===== config.mk =====
export PLATFORM = sky130hd
export DESIGN_NAME = phy_strap_cfg
export DESIGN_NICKNAME = d
export VERILOG_FILES = /design/src/rtl/psc_pkg.sv /design/src/rtl/psc_sync.sv /design/src/rtl/psc_rst_qual.sv /design/src/rtl/psc_cfg_regs.sv /design/src/rtl/phy_strap_cfg.sv
export SDC_FILE = /design/constraint.sdc
export NUM_CORES = 1
export LEC_CHECK = 0
export BUFFER_PORTS_ARGS = -buffer_cell sky130_fd_sc_hd__buf_2
export CAP_MARGIN = 15
export CORE_MARGIN = 2
export CORE_UTILIZATION = 56
export CTS_CLUSTER_DIAMETER = 60
export DETAILED_ROUTE_END_ITERATION = 10
export GPL_ROUTABILITY_DRIVEN = 0
export PLACE_DENSITY = 0.85
export SLEW_MARGIN = 30
export SYNTH_ARGS = -nofsm -noshare
export SYNTH_HDL_FRONTEND = slang
export SYNTH_SLANG_ARGS = --single-unit

===== constraint.sdc =====
create_clock -name clk -period 2.59 [get_ports clk]
set_clock_uncertainty 0.1 [all_clocks]
set_input_delay 0.3885 -clock clk [delete_from_list [all_inputs] [get_ports clk]]
set_output_delay 0.3885 -clock clk [all_outputs]
set_load 0.01 [all_outputs]

===== src/rtl/psc_pkg.sv =====
package psc_pkg;

  localparam int ADDR_W = 5;
  localparam int ADV_W  = 4;

  typedef enum logic [1:0] {
    LED_NONE  = 2'd0,
    LED_MODE1 = 2'd1,
    LED_MODE2 = 2'd2,
    LED_MODE3 = 2'd3
  } led_mode_e;

  typedef enum logic [1:0] {
    WT_ADDR = 2'd0,
    WT_ADV  = 2'd1,
    WT_LED  = 2'd2,
    WT_NONE = 2'd3
  } wr_tgt_e;

  typedef struct packed {
    logic [ADDR_W-1:0] addr;
    logic [1:0]        an;
    logic              rmii;
    logic              mdix;
    logic              led;
  } strap_t;

  localparam int STRAP_W = $bits(strap_t);

  typedef struct packed {
    logic [ADDR_W-1:0] addr;
    logic              isolate;
    logic [ADV_W-1:0]  adv;
    logic              rmii;
    logic              mdix;
    led_mode_e         led;
  } cfg_t;

  // levels the pins take with no external strap (internal pulls)
  localparam strap_t STRAP_DEFAULT = '{addr: 5'b00001, an: 2'b11, rmii: 1'b0,
                                       mdix: 1'b1, led: 1'b1};

  localparam cfg_t CFG_DEFAULT = '{addr: 5'b00001, isolate: 1'b0, adv: 4'b1111,
                                   rmii: 1'b0, mdix: 1'b1, led: LED_MODE1};

  // adv bit0 10HD, bit1 10FD, bit2 100HD, bit3 100FD
  function automatic logic [ADV_W-1:0] an_decode(input logic [1:0] an);
    case (an)
      2'b00:   an_decode = 4'b0011;
      2'b01:   an_decode = 4'b1100;
      2'b10:   an_decode = 4'b0101;
      default: an_decode = 4'b1111;
    endcase
  endfunction

endpackage


===== src/rtl/psc_sync.sv =====
module psc_sync #(
  parameter int           W       = 1,
  parameter int           STAGES  = 2,
  parameter logic [W-1:0] RST_VAL = '0
) (
  input  logic         clk,
  input  logic         por_n,
  input  logic [W-1:0] d,
  output logic [W-1:0] q
);
  for (genvar b = 0; b < W; b++) begin : g_bit
    logic [STAGES-1:0] chain;
    always_ff @(posedge clk or negedge por_n) begin
      if (!por_n) chain <= {STAGES{RST_VAL[b]}};
      else        chain <= {chain[STAGES-2:0], d[b]};
    end
    assign q[b] = chain[STAGES-1];
  end
endmodule


===== src/rtl/psc_rst_qual.sv =====
module psc_rst_qual #(
  parameter int MIN_LOW_CYC = 25
) (
  input  logic clk,
  input  logic por_n,
  input  logic pin_s,      // synchronized reset pin, active low
  output logic in_reset,
  output logic capture,
  output logic release_q
);
  localparam int CNT_W = $clog2(MIN_LOW_CYC + 1);
  localparam logic [CNT_W-1:0] LAST = CNT_W'(MIN_LOW_CYC - 1);
  localparam logic [CNT_W-1:0] SAT  = CNT_W'(MIN_LOW_CYC);

  logic [CNT_W-1:0] low_cnt;
  logic             enter;

  assign enter   = !pin_s && !in_reset && (low_cnt == LAST);
  assign capture = in_reset && pin_s;

  always_ff @(posedge clk or negedge por_n) begin
    if (!por_n)               low_cnt <= '0;
    else if (pin_s)           low_cnt <= '0;
    else if (low_cnt != SAT)  low_cnt <= low_cnt + 1'b1;
  end

  always_ff @(posedge clk or negedge por_n) begin
    if (!por_n)       in_reset <= 1'b1;
    else if (enter)   in_reset <= 1'b1;
    else if (capture) in_reset <= 1'b0;
  end

  // pins go back to outputs one cycle after the snapshot
  always_ff @(posedge clk or negedge por_n) begin
    if (!por_n)     release_q <= 1'b0;
    else if (enter) release_q <= 1'b0;
    else            release_q <= !in_reset;
  end
endmodule


===== src/rtl/psc_cfg_regs.sv =====
module psc_cfg_regs
  import psc_pkg::*;
(
  input  logic              clk,
  input  logic              por_n,
  input  strap_t            strap,
  input  logic              capture,
  input  logic              in_reset,
  input  logic              wr_fire,
  input  logic [1:0]        wr_target,
  input  logic [ADDR_W-1:0] wr_data,
  output cfg_t              cfg
);
  cfg_t cfg_d;

  always_comb begin
    cfg_d = cfg;
    if (capture) begin
      cfg_d.addr    = strap.addr;
      cfg_d.isolate = (strap.addr == '0);
      cfg_d.adv     = an_decode(strap.an);
      cfg_d.rmii    = strap.rmii;
      cfg_d.mdix    = strap.mdix;
      cfg_d.led     = strap.led ? LED_MODE1 : LED_MODE2;
    end else if (in_reset) begin
      cfg_d = CFG_DEFAULT;
    end else if (wr_fire) begin
      case (wr_tgt_e'(wr_target))
        WT_ADDR: cfg_d.addr = wr_data;
        WT_ADV:  cfg_d.adv  = wr_data[ADV_W-1:0];
        WT_LED:  if (wr_data[1:0] != 2'd0) cfg_d.led = led_mode_e'(wr_data[1:0]);
        default: ;
      endcase
    end
  end

  always_ff @(posedge clk or negedge por_n) begin
    if (!por_n) cfg <= CFG_DEFAULT;
    else        cfg <= cfg_d;
  end
endmodule


===== src/rtl/phy_strap_cfg.sv =====
module phy_strap_cfg
  import psc_pkg::*;
#(
  parameter int MIN_LOW_CYC = 25,
  parameter int SYNC_STAGES = 2
) (
  input  logic              clk,
  input  logic              por_n,
  input  logic              rst_pin_n,
  input  logic [ADDR_W-1:0] strap_addr,
  input  logic [1:0]        strap_an,
  input  logic              strap_rmii,
  input  logic              strap_mdix,
  input  logic              strap_led,
  input  logic              wr_valid,
  output logic              wr_ready,
  input  logic [1:0]        wr_target,
  input  logic [ADDR_W-1:0] wr_data,
  output logic [ADDR_W-1:0] phy_addr,
  output logic              isolate,
  output logic [ADV_W-1:0]  adv_abil,
  output logic              rmii_mode,
  output logic              mdix_en,
  output logic [1:0]        led_mode,
  output logic              pins_release,
  output logic              cfg_reset_active
);
  strap_t strap_raw, strap_s;
  logic   pin_s, in_reset, capture, release_q;
  cfg_t   cfg;

  assign strap_raw = '{addr: strap_addr, an: strap_an, rmii: strap_rmii,
                       mdix: strap_mdix, led: strap_led};

  psc_sync #(.W(1), .STAGES(SYNC_STAGES), .RST_VAL(1'b0)) u_pin_sync (
    .clk(clk), .por_n(por_n), .d(rst_pin_n), .q(pin_s));

  psc_sync #(.W(STRAP_W), .STAGES(SYNC_STAGES), .RST_VAL(STRAP_DEFAULT)) u_strap_sync (
    .clk(clk), .por_n(por_n), .d(strap_raw), .q(strap_s));

  psc_rst_qual #(.MIN_LOW_CYC(MIN_LOW_CYC)) u_qual (
    .clk(clk), .por_n(por_n), .pin_s(pin_s),
    .in_reset(in_reset), .capture(capture), .release_q(release_q));

  psc_cfg_regs u_regs (
    .clk(clk), .por_n(por_n), .strap(strap_s), .capture(capture),
    .in_reset(in_reset), .wr_fire(wr_valid && release_q),
    .wr_target(wr_target), .wr_data(wr_data), .cfg(cfg));

  assign wr_ready         = release_q;
  assign pins_release     = release_q;
  assign cfg_reset_active = in_reset;
  assign phy_addr         = cfg.addr;
  assign isolate          = cfg.isolate;
  assign adv_abil         = cfg.adv;
  assign rmii_mode        = cfg.rmii;
  assign mdix_en          = cfg.mdix;
  assign led_mode         = cfg.led;
endmodule


After elaboration in Yosys (flattened, before gate mapping)
Cells that the tools add are included.
- add/subtract/negate cells: 1
- reductions and logical operators: 21
- muxes and demuxes: 20
- eq/ne operators: 6
- operators by type and width (operator ; number):
    two-way mux 5 bit ; 5
    nonzero test 3 bit ; 5
    two-way mux 14 bit ; 1
    two-way mux 2 bit ; 6
    two-way mux 4 bit ; 3
    one-hot mux 4 bit (3 select lines) ; 1
    nonzero test 2 bit ; 4
    adder 5 x 1 -> 5 bit (second input constant) ; 1
    == test 5 bit (second input constant) ; 1
    logical NOT 5 bit ; 1
    != test 5 bit (second input constant) ; 1
    == test 2 x 1 -> 1 bit (second input constant) ; 2
    == test 2 bit (second input constant) ; 2
    logical AND 1 bit ; 4
    logical NOT 2 bit ; 2
    two-way mux 1 bit ; 4
    AND reduction 2 bit ; 2
    AND reduction 3 bit ; 1
    logical NOT 1 bit ; 2
- bits in registers: 43
- output and inout bits: 17

Longest topological paths before layout
- depth in word-level cells: 6
- gate-level depth with buffers: 5
- depth with buffers taken out: 5

Hierarchy
A second synthesis with hierarchy kept.
- cell total of the unflattened synthesis: 130
- area total of the unflattened synthesis: 1824.2 µm²
- modules (own cells, without submodules) (module ; area an instance (µm²) ; times used ; cells an instance):
    psc_cfg_regs ; 772.0 ; 1 ; 60
    psc_sync at u_strap_sync ; 588.1 ; 1 ; 30
    psc_rst_qual ; 400.4 ; 1 ; 36
    psc_sync at u_pin_sync ; 50.0 ; 1 ; 2
    phy_strap_cfg ; 13.8 ; 1 ; 2

Worst setup path after synthesis
No wires, ideal clock.
- path type: flip-flop to flip-flop
- start point: register u_strap_sync.g_bit[4].chain[1]
- end point: register, netlist name u_regs.cfg[7]
- period minus slack after synthesis: 1396 ps
- path buffers: 0
- library setup time: 82 ps
- required time: 2408 ps
- data arrival time: 1214 ps
- stages on the path, launching flop included: 6
- setup slack: 1194 ps
- cells stage by stage: dfstp_2 -> inv_1 -> ha_1 -> nor3b_1 -> a21oi_1 -> mux2_2
- cells in the longest elaborated chain, start to end: 3
- elaborated cells on any way between the ends: 5
- ends and longest elaborated chain (element ; line ; RTL):
    start, declared ; psc_sync.sv:12 ; logic [STAGES-1:0] chain;
    start signal, assigned ; psc_sync.sv:14 ; if (!por_n) chain <= {STAGES{RST_VAL[b]}};
    start signal, assigned ; psc_sync.sv:15 ; else chain <= {chain[STAGES-2:0], d[b]};
    == test 2 bit, or another cell as far along ; psc_pkg.sv:48 ; case (an)
    one-hot mux 4 bit (3 select lines) (*) ; psc_pkg.sv:48 ;
    two-way mux 14 bit (*) ; psc_cfg_regs.sv:18 ; if (capture) begin
Every way passes the cells marked *; elsewhere a longest branch is shown, timed or not.
A chain may end at the register's enable or synchronous reset.

Worst setup path in the final report
- start point: register u_qual.in_reset
- end point: output cfg_reset_active
- RTL lines (element ; line ; RTL):
    start, declared ; psc_rst_qual.sv:7 ; output logic in_reset,
    start signal, assigned ; psc_rst_qual.sv:28 ; if (!por_n) in_reset <= 1'b1;
    start signal, assigned ; psc_rst_qual.sv:29 ; else if (enter) in_reset <= 1'b1;
    start signal, assigned ; psc_rst_qual.sv:30 ; else if (capture) in_reset <= 1'b0;
    end, declared ; phy_strap_cfg.sv:26 ; output logic cfg_reset_active
No word-level cell between the ends.

==> flow_metrics.tcl <==
set metrics [dict create \
    yosys_warnings 0 \
    clkSlewWorstSetupHoldPaths_ns 0.12 \
    cts_root_buffer "clkbuf_4" \
    clock_path_buffers 2 \
    synth_top_area_share_pct 36.8 \
    power_density_nw_per_um2 624 \
    start_kind "flop" \
    grt_pass1_vias 1111 \
    dieWidth_um 59.1 \
    max_freq_ghz 0.528 \
    synth_fa_ha_area_share_pct 5.15 \
    hp-class "in -> reg" \
    grt-busiest-layer "met2" \
    yosysMostFrequentCell "dfrtp_1" \
    drive_gt1_share_pct 40.5 \
    syn_to_final_growth_pct 17.7 \
    numCtsBuffers 5 \
    netlist_top_cells_area "dfrtp_1, dfstp_2, ha_1" \
    grt_pass1_wl_um 4910 \
    period_share_pct 73.1 \
    synth_top_cell_by_area "dfrtp_1" \
    h-tree-depth 2 \
    synthXorXnorAreaFrac_pct 2.06 \
    crit_chain "buf_2" \
    ys_types 31 \
    grt_start_max_net_pins 44 \
    finalSetupViolCount 0 \
    ys_seq_area_share_pct 64.6 \
    syn_area_sq_um 1700 \
    viasPerCell 5.39 \
    dr.pass1.iters 4 \
    max_stage_delay_ns 0.83 \
    insertion_delay_ns 0.35 \
    fin_crit_ns 1.89 \
    cp_top_family "flip-flops" \
    cp_slowest_cell "dfstp_2" \
    synth_common_cells "dfrtp_1, dfstp_2, nor2_1" \
    start_util_pct 60.1 \
    synth_ff_type "dfrtp_1" \
    synth-seq-cells 43 \
    diodes 0 \
    ant_nets 0 \
    crit_type "reg -> out" \
    design_area_sq_um 2000 \
    p_total_w 0.00125 \
    min_from "strap_addr[0]" \
    worst_pin_slew_ns 0.555 \
    placed_cell_area_sq_um 1890 \
    routed_wl_um 2970 \
    synth_cells 129 \
    worstReg2RegStart "u_qual.in_reset$_DFFE_PN1P_" \
    rsz0062_at_grt "false" \
    path_max_fanout 32 \
    vdd_ir_drop_max_mv 0.554 \
    synth_compound_area_share_pct 8.02 \
    crit_buf_inv 1 \
    avgSynthCellArea_sq_um 13.2 \
    drc 0 \
    grt.total_usage_pct 19.5 \
    muxShareOfSynthArea_pct 6.18 \
    cts_tree "built" \
    hpwl_um 2140 \
    status "complete, no violations" \
    grt.overflow.total 0 \
    end_kind "output pin" \
    max-cap-violations 0 \
    port_buffers 37 \
    slew_viol_final 0 \
    use_met3_pct 6.99 \
    hold_viol 0 \
    grtUsageMet1_pct 23.6 \
    syn-num-nets 157 \
    cp-startpoint "u_qual.in_reset$_DFFE_PN1P_" \
    fin_setup_tns_ns 0 \
    async_reset_ff_share_pct 100 \
    rows 19 \
    required_ns 2.10 \
    dieArea_sq_um 3490 \
    synth-edff-count 0 \
    leakage_nw 0.920 \
    dr_total_vias 1100 \
    ios 38 \
    relSlewSlack_pct 62.5 \
    wl_per_cell_um 14.6 \
    dr.first_iter.drc_count 30 \
    die_y_um 59.1 \
    antenna_found_initial 0 \
    cts_sinks 43 \
    yosys.area_share.simple_pct 10.1 \
    grtUsageMet2_pct 31.7 \
    cp.arrival_ns 1.41 \
    core_sq_um 2830 \
    synth_top_family_by_area "simple AND/OR/NAND/NOR gates" \
    fin_nets 200 \
]
-- worst paths after layout --
path	endpoint	slack [ns]	cells past startpoint
worst min-delay path	u_strap_sync.g_bit[5].chain[0]$_DFF_PN1_	0.03	1
max in group asynchronous	u_strap_sync.g_bit[5].chain[1]$_DFF_PN1_	1.58	2
worst max-delay path	cfg_reset_active	0.70	1
min in group asynchronous	u_regs.cfg[1]$_DFFE_PN0P_	0.43	2
worst min register to register	u_strap_sync.g_bit[7].chain[1]$_DFF_PN0_	0.26	0
worst max register to register	u_regs.cfg[1]$_DFFE_PN0P_	0.90	3
-- cell usage in the layout (no fill, tap or decap) --
master and n:
nand3_1 6, a41oi_1 1, dlygate4sd3_1 5, nor3_1 1, buf_4 1, clkinv_2 1, nand3b_1 1, o41ai_2 1
nor4_1 2, mux2_2 4, ha_1 7, a21oi_1 2, dfstp_2 18, and2_1 1, o2bb2ai_1 3, buf_2 36
and4bb_2 1, nor3b_1 1, inv_1 9, or4_1 1, and4b_4 1, xor2_1 3, o2111a_1 1, nand4b_1 2
o21ai_0 9, mux2i_1 6, a31oi_1 3, nor2_1 10, clkinvlp_4 2, xnor2_1 1, nand2_1 2, dfrtp_1 25
clkbuf_4 5, and3_1 1
-- sequential cells by signal, indices dropped and copies added, names as in the netlist --
register / flops
u_strap_sync.g_bit.chain: 20
u_regs.cfg: 14
u_qual.low_cnt: 5
u_pin_sync.g_bit.chain: 2
u_qual.in_reset: 1
u_qual.release_q: 1
-- per-layer routing --
layer	part of all wire, %	vias up
met2	50	37
met5	0	-
li1	-	532
met1	42	521
met4	2.5	0
met3	5.6	10
-- through the flow --
step           hold slack, ns  utilization (%)  cells  worst slack, ns
2_1_floorplan        -0.00709                -    129             1.19
3_3_place_gp            0.232             66.9    191             1.04
3_5_place_dp            0.235             66.9    191            0.922
4_1_cts               0.00350             68.9    199            0.693
5_1_grt               0.00321             70.8    204            0.594
6_report               0.0275             70.8    204            0.696
-- cell families after synthesis --
logic type | count (synthesis)
DFF | 43
xor gates and xnor gates | 4
and+or+nand+nor | 30
muxes | 10
adders and majority gates | 7
AOI/OAI and AO/OA | 20
buffers and inverters | 15
-- power breakdown --
group | internal [W] | switching [W]
Sequential | 0.000744 | 0.0000342
Clock | 0.000104 | 0.000216
Combinational | 0.0000732 | 0.0000781
-- final cells by class --
cell class,count,area [sq um]
Clock buffer,5,37.5
Clock inverter,3,20.0
Fill cell,212,827
Inverter,9,33.8
Multi-Input combinational cell,71,536
Sequential cell,43,1100
Tap cell,31,38.8
Timing Repair Buffer,42,238
-- repair_timing --
item / CTS / global route
hold endpoints to repair: 0 / 29
gates resized for setup: 0 / 0
hold buffers: 0 / 5
buffers inserted: 0 / 0
No activity file was read; power rests on OpenSTA's default activity.
